$ cat src/rtl/mac_stat_pkg.sv
package mac_stat_pkg;
  localparam int DATA_W     = 32;
  localparam int ADDR_W     = 4;
  localparam int OCT_W      = 48;
  localparam int CRS_W      = 10;
  localparam int BYTES_W    = 16;
  localparam int CTRL_WREN  = 7;
  localparam int CTRL_INC   = 6;
  localparam int OFS_CTRL   = 0;
  localparam int OFS_OCT_LO = 4;
  localparam int OFS_OCT_HI = 8;
  localparam int OFS_CRS    = 12;
endpackage

$ cat src/rtl/mac_stat_sat_ctr.sv
module mac_stat_sat_ctr #(
  parameter int W  = 48,
  parameter int AW = 17
) (
  input  logic          clk,
  input  logic          rst,
  input  logic          clr_i,
  input  logic          load_i,
  input  logic [W-1:0]  load_val_i,
  input  logic [AW-1:0] add_i,
  output logic [W-1:0]  cnt_o
);
  localparam int SW = W + 1;

  logic [W-1:0]  base;
  logic [SW-1:0] sum;

  always_comb begin
    base = clr_i ? '0 : cnt_o;
    sum  = {1'b0, base} + SW'(add_i);
  end

  always_ff @(posedge clk) begin
    if (rst)            cnt_o <= '0;
    else if (load_i)    cnt_o <= load_val_i;
    else if (sum[W])    cnt_o <= '1;
    else                cnt_o <= sum[W-1:0];
  end


  sat_hold_chk: assert property (@(posedge clk) disable iff (rst)
    (cnt_o == '1 && !clr_i && !load_i) |=> cnt_o == '1);


  no_wrap_chk: assert property (@(posedge clk) disable iff (rst)
    (!clr_i && !load_i) |=> cnt_o >= $past(cnt_o));


  clr_add_chk: assert property (@(posedge clk) disable iff (rst)
    (clr_i && !load_i) |=> cnt_o == W'($past(add_i)));
endmodule

$ cat src/rtl/mac_stat_ctrl.sv
module mac_stat_ctrl (
  input  logic clk,
  input  logic rst,
  input  logic wr_i,
  input  logic wren_bit_i,
  input  logic inc_bit_i,
  output logic wren_o,
  output logic inc_o
);
  always_ff @(posedge clk) begin
    if (rst) begin
      wren_o <= 1'b0;
      inc_o  <= 1'b0;
    end else begin
      if (wr_i) wren_o <= wren_bit_i;
      inc_o <= wr_i & inc_bit_i;
    end
  end


  inc_pulse_chk: assert property (@(posedge clk) disable iff (rst)
    (inc_o && !(wr_i && inc_bit_i)) |=> !inc_o);
endmodule

$ cat src/rtl/mac_stat_crs_qual.sv
module mac_stat_crs_qual (
  input  logic tx_eof_i,
  input  logic crs_seen_i,
  input  logic crs_dropped_i,
  input  logic collision_i,
  input  logic underrun_i,
  input  logic half_duplex_i,
  output logic evt_o
);
  logic carrier_bad;
  always_comb begin
    carrier_bad = !crs_seen_i || crs_dropped_i;
    evt_o = tx_eof_i && half_duplex_i && carrier_bad && !collision_i && !underrun_i;
  end
endmodule

$ cat src/rtl/mac_stat_bank.sv
module mac_stat_bank
  import mac_stat_pkg::*;
(
  input  logic               clk,
  input  logic               rst,
  input  logic [ADDR_W-1:0]  reg_addr,
  input  logic               reg_wr,
  input  logic               reg_rd,
  input  logic [DATA_W-1:0]  reg_wdata,
  output logic [DATA_W-1:0]  reg_rdata,
  input  logic               rx_eof,
  input  logic [BYTES_W-1:0] rx_bytes,
  input  logic               tx_eof,
  input  logic               tx_crs_seen,
  input  logic               tx_crs_dropped,
  input  logic               tx_collision,
  input  logic               tx_underrun,
  input  logic               half_duplex
);
  localparam int HI_W   = OCT_W - DATA_W;
  localparam int OAW    = BYTES_W + 1;
  localparam int CAW    = 2;

  logic sel_ctrl, sel_lo, sel_hi, sel_crs;
  logic wren, inc;
  logic crs_evt;
  logic [OCT_W-1:0] oct_cnt;
  logic [CRS_W-1:0] crs_cnt;
  logic [HI_W-1:0]  hi_q;
  logic [OAW-1:0]   oct_add;
  logic [CAW-1:0]   crs_add;
  logic             oct_load, crs_load;
  logic [OCT_W-1:0] oct_load_val;
  logic [DATA_W-1:0] ctrl_rd;

  always_comb begin
    sel_ctrl = reg_addr == ADDR_W'(OFS_CTRL);
    sel_lo   = reg_addr == ADDR_W'(OFS_OCT_LO);
    sel_hi   = reg_addr == ADDR_W'(OFS_OCT_HI);
    sel_crs  = reg_addr == ADDR_W'(OFS_CRS);
  end

  mac_stat_ctrl u_ctrl (
    .clk        (clk),
    .rst        (rst),
    .wr_i       (reg_wr && sel_ctrl),
    .wren_bit_i (reg_wdata[CTRL_WREN]),
    .inc_bit_i  (reg_wdata[CTRL_INC]),
    .wren_o     (wren),
    .inc_o      (inc)
  );

  mac_stat_crs_qual u_qual (
    .tx_eof_i      (tx_eof),
    .crs_seen_i    (tx_crs_seen),
    .crs_dropped_i (tx_crs_dropped),
    .collision_i   (tx_collision),
    .underrun_i    (tx_underrun),
    .half_duplex_i (half_duplex),
    .evt_o         (crs_evt)
  );

  always_comb begin
    oct_add      = (rx_eof ? OAW'(rx_bytes) : '0) + OAW'(inc);
    crs_add      = CAW'(crs_evt) + CAW'(inc);
    oct_load     = reg_wr && wren && (sel_lo || sel_hi);
    crs_load     = reg_wr && wren && sel_crs;
    oct_load_val = sel_lo ? {oct_cnt[OCT_W-1:DATA_W], reg_wdata}
                          : {reg_wdata[HI_W-1:0], oct_cnt[DATA_W-1:0]};
  end

  mac_stat_sat_ctr #(.W(OCT_W), .AW(OAW)) u_oct (
    .clk        (clk),
    .rst        (rst),
    .clr_i      (reg_rd && sel_lo),
    .load_i     (oct_load),
    .load_val_i (oct_load_val),
    .add_i      (oct_add),
    .cnt_o      (oct_cnt)
  );

  mac_stat_sat_ctr #(.W(CRS_W), .AW(CAW)) u_crs (
    .clk        (clk),
    .rst        (rst),
    .clr_i      (reg_rd && sel_crs),
    .load_i     (crs_load),
    .load_val_i (reg_wdata[CRS_W-1:0]),
    .add_i      (crs_add),
    .cnt_o      (crs_cnt)
  );

  always_ff @(posedge clk) begin
    if (rst)                  hi_q <= '0;
    else if (reg_rd && sel_lo) hi_q <= oct_cnt[OCT_W-1:DATA_W];
  end

  always_comb begin
    ctrl_rd = '0;
    ctrl_rd[CTRL_WREN] = wren;
    ctrl_rd[CTRL_INC]  = inc;
  end

  always_ff @(posedge clk) begin
    if (rst || !reg_rd) reg_rdata <= '0;
    else if (sel_ctrl)  reg_rdata <= ctrl_rd;
    else if (sel_lo)    reg_rdata <= oct_cnt[DATA_W-1:0];
    else if (sel_hi)    reg_rdata <= DATA_W'(hi_q);
    else if (sel_crs)   reg_rdata <= DATA_W'(crs_cnt);
    else                reg_rdata <= '0;
  end


  hi_latch_chk: assert property (@(posedge clk) disable iff (rst)
    (reg_rd && sel_lo) |=> hi_q == $past(oct_cnt[OCT_W-1:DATA_W]));


  hi_hold_chk: assert property (@(posedge clk) disable iff (rst)
    !(reg_rd && sel_lo) |=> $stable(hi_q));


  wr_ignored_chk: assert property (@(posedge clk) disable iff (rst)
    (reg_wr && !wren && sel_crs && !crs_evt && !inc && !reg_rd) |=> $stable(crs_cnt));


  duplex_chk: assert property (@(posedge clk) disable iff (rst)
    (!half_duplex && !inc && !(reg_wr && wren) && !(reg_rd && sel_crs)) |=> $stable(crs_cnt));


  crs_upper_chk: assert property (@(posedge clk) disable iff (rst)
    $past(reg_rd && sel_crs) |-> reg_rdata[DATA_W-1:CRS_W] == '0);
endmodule

$ cat config.mk
export PLATFORM = sky130hd
export DESIGN_NAME = mac_stat_bank
export DESIGN_NICKNAME = d
export VERILOG_FILES = /design/src/rtl/mac_stat_pkg.sv /design/src/rtl/mac_stat_sat_ctr.sv /design/src/rtl/mac_stat_ctrl.sv /design/src/rtl/mac_stat_crs_qual.sv /design/src/rtl/mac_stat_bank.sv
export SDC_FILE = /design/constraint.sdc
export NUM_CORES = 1
export LEC_CHECK = 0
export BUFFER_PORTS_ARGS = -buffer_cell sky130_fd_sc_hd__buf_4
export CORE_UTILIZATION = 28
export CTS_CLUSTER_DIAMETER = 40
export DETAILED_ROUTE_END_ITERATION = 8
export PLACE_DENSITY = 0.43
export RECOVER_POWER = 100
export SLEW_MARGIN = 10
export SYNTH_ARGS = -nofsm -noshare
export SYNTH_HDL_FRONTEND = slang
export SYNTH_HIERARCHICAL = 1
export SYNTH_SLANG_ARGS = --single-unit
$ cat constraint.sdc
create_clock -name clk -period 11.2 [get_ports clk]
set_input_delay 2.24 -clock clk [delete_from_list [all_inputs] [get_ports clk]]
set_output_delay 2.24 -clock clk [all_outputs]
set_load 0.05 [all_outputs]
==> Word level (Yosys, flattened, before mapping) <==
Cells that the tools add are included.
{ "word_totals": {"elab_cells": 49, "mem_count": 0, "mem_bits_rw": 0, "output_inout_bits": 32, "mem_bits_ro": 0, "latch_bits": 0, "register_bits": 108} }
{ "classes": {"n_shift": 0, "bitwise": 1, "n_reduce_logical": 19, "order_cmp": 0, "n_mux": 12, "multipliers": 0, "eq_ne": 5, "addsub": 4, "div_mod_pow": 0} }
{ "op_table": {"columns": ["operator", "n"], "rows": [
  ["48-bit 2-to-1 mux", 4],
  ["48-bit by 17-bit adder with 49-bit output", 1],
  ["10-bit 2-to-1 mux", 4],
  ["16-bit 2-to-1 mux", 2],
  ["32-bit 2-to-1 mux", 1],
  ["16-bit by 1-bit adder with 17-bit output", 1],
  ["10-bit by 2-bit adder with 11-bit output", 1],
  ["1-bit logical AND", 10],
  ["4-bit == test, second input constant", 2],
  ["8-bit 2-to-1 mux", 1],
  ["4-bit by 3-bit == test with 1-bit output, second input constant", 1],
  ["1-bit logical NOT", 4],
  ["4-bit logical NOT", 1],
  ["2-bit inequality test, second input constant", 2],
  ["1-bit logical OR", 3],
  ["1-bit by 1-bit adder with 2-bit output", 1],
  ["2-bit OR reduction", 1],
  ["1-bit AND", 1]
]} }

==> Depth between registers and ports, before layout <==
{ "depth": {"depth_word": 9, "mapped_depth": 20, "mapped_depth_nobuf": 15} }

==> Cells and area by module <==
The synthesis kept the hierarchy.
{ "by_module_without_submodules": {"columns": ["module", "instances", "area_each_um2", "cells_per_inst"], "rows": [
  ["mac_stat_sat_ctr (u_oct)", 1, 3549.7, 436],
  ["mac_stat_bank", 1, 2770.2, 411],
  ["mac_stat_sat_ctr (u_crs)", 1, 645.6, 69],
  ["mac_stat_ctrl", 1, 61.3, 6],
  ["mac_stat_crs_qual", 1, 22.5, 3]
]} }

==> Worst setup path after synthesis <==
No wires, ideal clock.
{ "synth_path": {"path_kind": "input-to-reg", "startpoint": "input port reg_addr[1]", "endpoint": "register u_oct.cnt_o[2]", "arrival_ns": 6.569, "slack_ns": 4.485, "required_time_ns": 11.054, "path_stages": 19, "cell_sequence": "buf_2 -> nor4b_1 -> nand2_1 -> clkinv_1 -> buf_2 -> buf_6 -> clkbuf_1 -> clkbuf_1 -> clkbuf_1 -> nor2b_1 -> ha_1 -> fa_1 -> a211oi_1 -> nor3_2 -> o21bai_1 -> a32oi_4 -> a41oi_2 -> clkbuf_1 -> a221oi_1"} }
{ "synth_via": {"elab_chain_len": 6} }
{ "synth_rtl": {"columns": ["item", "line", "source"], "rows": [
  ["from (decl)", "mac_stat_bank.sv:6", "input logic [ADDR_W-1:0] reg_addr,"],
  ["4-bit by 3-bit == test with 1-bit output", "mac_stat_bank.sv:38", "sel_lo = reg_addr == ADDR_W'(OFS_OCT_LO);"],
  ["1-bit logical AND", "mac_stat_bank.sv:75", ".clr_i (reg_rd && sel_lo),"],
  ["48-bit 2-to-1 mux", "mac_stat_sat_ctr.sv:19", "base = clr_i ? '0 : cnt_o;"],
  ["48-bit by 17-bit adder with 49-bit output", "mac_stat_sat_ctr.sv:20", "sum = {1'b0, base} + SW'(add_i);"],
  ["48-bit 2-to-1 mux", "mac_stat_sat_ctr.sv:26", "else if (sum[W]) cnt_o <= '1;"],
  ["48-bit 2-to-1 mux", "mac_stat_sat_ctr.sv:25", "else if (load_i) cnt_o <= load_val_i;"],
  ["to (signal assigned)", "mac_stat_sat_ctr.sv:25", null],
  ["to (signal assigned)", "mac_stat_sat_ctr.sv:27", "else cnt_o <= sum[W-1:0];"],
  ["to (decl)", "mac_stat_sat_ctr.sv:11", "output logic [W-1:0] cnt_o"]
]} }
Parallel ways exist; a longest one is shown, timed or not.
A chain may end at the register's enable or synchronous reset.

==> Worst setup path in the final report <==
{ "layout_path": {"startpoint": "input port reg_addr[2]", "endpoint": "register u_oct.cnt_o[35]"} }
Same word-level chain as after synthesis.

==> reports/results.tsv <==
metric	value	unit
Yosys top cell by area	dfxtp_1	
ys async rst share	0	%
worst r2r dst	u_oct/cnt_o[35]$_SDFF_PP0_	
Final Slew Violations	80	
total power draw	0.000875	W
Synth Area per Inst	7.62	µm²
Max stage delay cell, worst path	a41oi_1	
Syn Nets	1012	
GRT Overall Usage	17.5	%
IO Count	95	
switching share of power	29.9	%
I/O Buffers	94	
Worst Hold Depth	2	
TritonCTS clock tree	yes	
DRC violations left	0	
CP required	11.44	ns
Via density	4.87	
Tmin final	8.77	ns
Post-Syn Instances	925	
synthesis-to-layout area growth	13.7	%
Detailed Routing Iterations Pass 1	5	
worst r2r src	u_ctrl/inc_o$_SDFF_PP0_	
worst slew pin tran	2.93	ns
top cell type's share of synthesized area	30.7	%
number of synthesized flops with an enable pin	0	
Routed WL	22.3	mm
critical path class	in2reg	
clock share of power	35.6	%
Synth cell types	73	
core area	0.0245	mm²
status	finished with violations	
full die area	0.0258	mm²
clk_lat worst skew	0.36	ns
Comb pwr share	17.7	%
RSZ-0062 raised after global routing	false	
P_leak	3.22	nW
Die Y	161	µm
number of gates resized after CTS	0	
clock slew at reported path FFs	0.07	ns
skew final	0.0121	ns
share of layout cells above drive strength 1	11.6	%
WL/cell	17.0	µm
Worst Path Max Fanout	59	
internal power	0.000613	W
Hold WC Path Type	reg2reg	
ranking of synthesized cells by area	dfxtp_1 31%, nand2_1 12%, xnor2_1 5.2%	
sequential share of power	46.7	%
post-CTS repair timing setup buffer count	0	
root buffer cell	clkbuf_16	
Yosys reg bits	108	
synthesized cell area	0.00705	mm²
vias in the first global route	6277	
Critical Path Start Type	primary input	
Worst setup EP type	flop	
Max-Cap Viols	2	
reg2reg path depth	13	
CTS buffer count	9	
first-pass GRT wire length	35.7	mm
Initial Utilization	28.7	%
worst-path cell chain	clkbuf_1 > nor4b_1 > buf_4 > nand2_1 > clkinv_1 > buf_4 > nor2b_1 > ha_1 > a211oi_1 > nor3_1 > o21bai_1 > a32oi_4 > a41oi_1 > buf_4 > nor2_1 > o32a_1	
Core Util, Final	32.7	%
VDD IR-drop max	0.0704	mV
Std-Cell Rows	57	
final instance area	0.00802	mm²
Rel. slew slack	-95.3	%
antenna cells	0	
H-tree depth	3	
RePlAce Congestion	0.827	
Via Count	6393	
hold worst-path end	hi_q[11]$_SDFFE_PP0P_	
period utilisation layout	78.3	%
Synth Warn #	6	
commonest non-fill, non-tap cell in the layout	nand2_1	
Final HPWL DP	16.1	mm
Top cell by count, worst path	buf_4	
failing checks	capacitance limit, slew limit	
final setup violation count	0	
commonest non-fill, non-tap cells in the layout	230 x nand2_1, 108 x dfxtp_1, 65 x buf_4, 56 x nor2_1, 51 x a21oi_1	
Worst path max stage delay	1.44	ns
Cell Area, Placed	0.00797	mm²
ys flop type	dfxtp_1	
FMAX	114	MHz
switching power	0.000261	W
Final Hold Viols	0	
global route overflow	0	
Die Wd	161	µm
Power Density	109	mW/mm²
sequential element share of the synthesized area	30.7	%
Antenna Violating Nets Remaining	0	
fin nets	1070	
TNS Setup	0	ns
Clock Tree Buf Depth	2	
CTS sink count	108	
HP Start	hi_q[11]$_SDFFE_PP0P_	
register-to-register setup slack	5.66	ns
CTS Hold Buffers Added	0	
largest net degree at the start of global routing	60	
Arrival @ worst endpoint	9.01	ns
DRT iter0 DRCs	326	
antenna violations before repair	0	
==> how the worst max path moves through the flow <==
stage / slack, ns / to / startpoint
floorplan: 4.48 / u_oct/cnt_o[2]$_SDFF_PP0_ / reg_addr[1]
global placement: 3.46 / u_oct/cnt_o[35]$_SDFF_PP0_ / reg_addr[1]
detailed placement: 3.35 / u_oct/cnt_o[35]$_SDFF_PP0_ / reg_addr[1]
CTS: 3.69 / u_oct/cnt_o[35]$_SDFF_PP0_ / reg_addr[1]
global route: 1.71 / u_oct/cnt_o[35]$_SDFF_PP0_ / reg_addr[2]
finish: 2.43 / u_oct/cnt_o[35]$_SDFF_PP0_ / reg_addr[2]
==> sequential cells by signal (all words and copies together), names as in the netlist <==
name / cells
u_oct/cnt_o: 48
reg_rdata: 32
u_crs/cnt_o: 10
u_ctrl/wren_o: 1
hi_q: 16
u_ctrl/inc_o: 1
==> logic make-up after synthesis <==
family	share of synthesized area, %
AND/OR/NAND/NOR	32.5
adder cells (fa/ha/maj)	4.47
AO/OA/AOI/OAI	17.8
XOR/XNOR	6.58
buffers and inverters	6.48
multiplexers	1.49
flip-flops	30.7
==> power by group through the flow <==
stage                     Combinational (W)  Clock [W]  Sequential (W)
after detailed placement           0.000157          0        0.000417
final                              0.000155   0.000312        0.000408
after floorplan                    0.000105          0        0.000411
after CTS                          0.000158   0.000324        0.000408
after global placement             0.000158          0        0.000418
after global routing               0.000173   0.000338        0.000409
==> worst max-delay path, delay by kind of cell <==
kind            cells  cell delay (ns)
simple gates        5             1.24
buf+inv             5             2.31
fa+ha+maj           1             0.38
compound gates      5             2.80
==> metal layers <==
| layer | wire length, µm | vias up | GRT usage (%) |
|---|---|---|---|
| met3 | 699 | 15 | 2.71 |
| met4 | 301 | 0 | 4.07 |
| met5 | 0 | - | 0 |
| li1 | - | 3286 | - |
| met1 | 11200 | 2981 | 24.3 |
| met2 | 10100 | 111 | 28.4 |
==> cell type report <==
class	count	area, µm²
tap	324	405
inverter	51	191
timing repair buffer	100	619
sequential	108	2160
fill	2750	16500
clock inverter	6	52.6
multi-input combinational	713	4360
clock buffer	10	229
==> synth_stat cells (all sizes together), types with 6 or more instances <==
cell type / count
nand2b: 9
a221oi: 33
a21o: 9
or3: 6
xor2: 11
and2: 27
dfxtp: 108
nor3: 18
ha: 22
nor4: 21
nor2: 58
a22oi: 6
o21ai: 34
nor4b: 6
a21oi: 52
buf: 17
inv: 50
nand2: 230
nand4: 16
clkbuf: 36
xnor2: 42
nor2b: 31
mux2i: 6
nand3: 24
==> through the flow <==
step | std cells | hold slack (ns) | setup slack (ns)
2_1_floorplan | 925 | 0.430 | 4.48
3_3_place_gp | 1296 | 0.445 | 3.46
3_5_place_dp | 1296 | 0.447 | 3.35
4_1_cts | 1312 | 0.457 | 3.69
5_1_grt | 1312 | 0.484 | 1.71
6_report | 1312 | 0.455 | 2.43
Power figures use the tool's default switching activity.
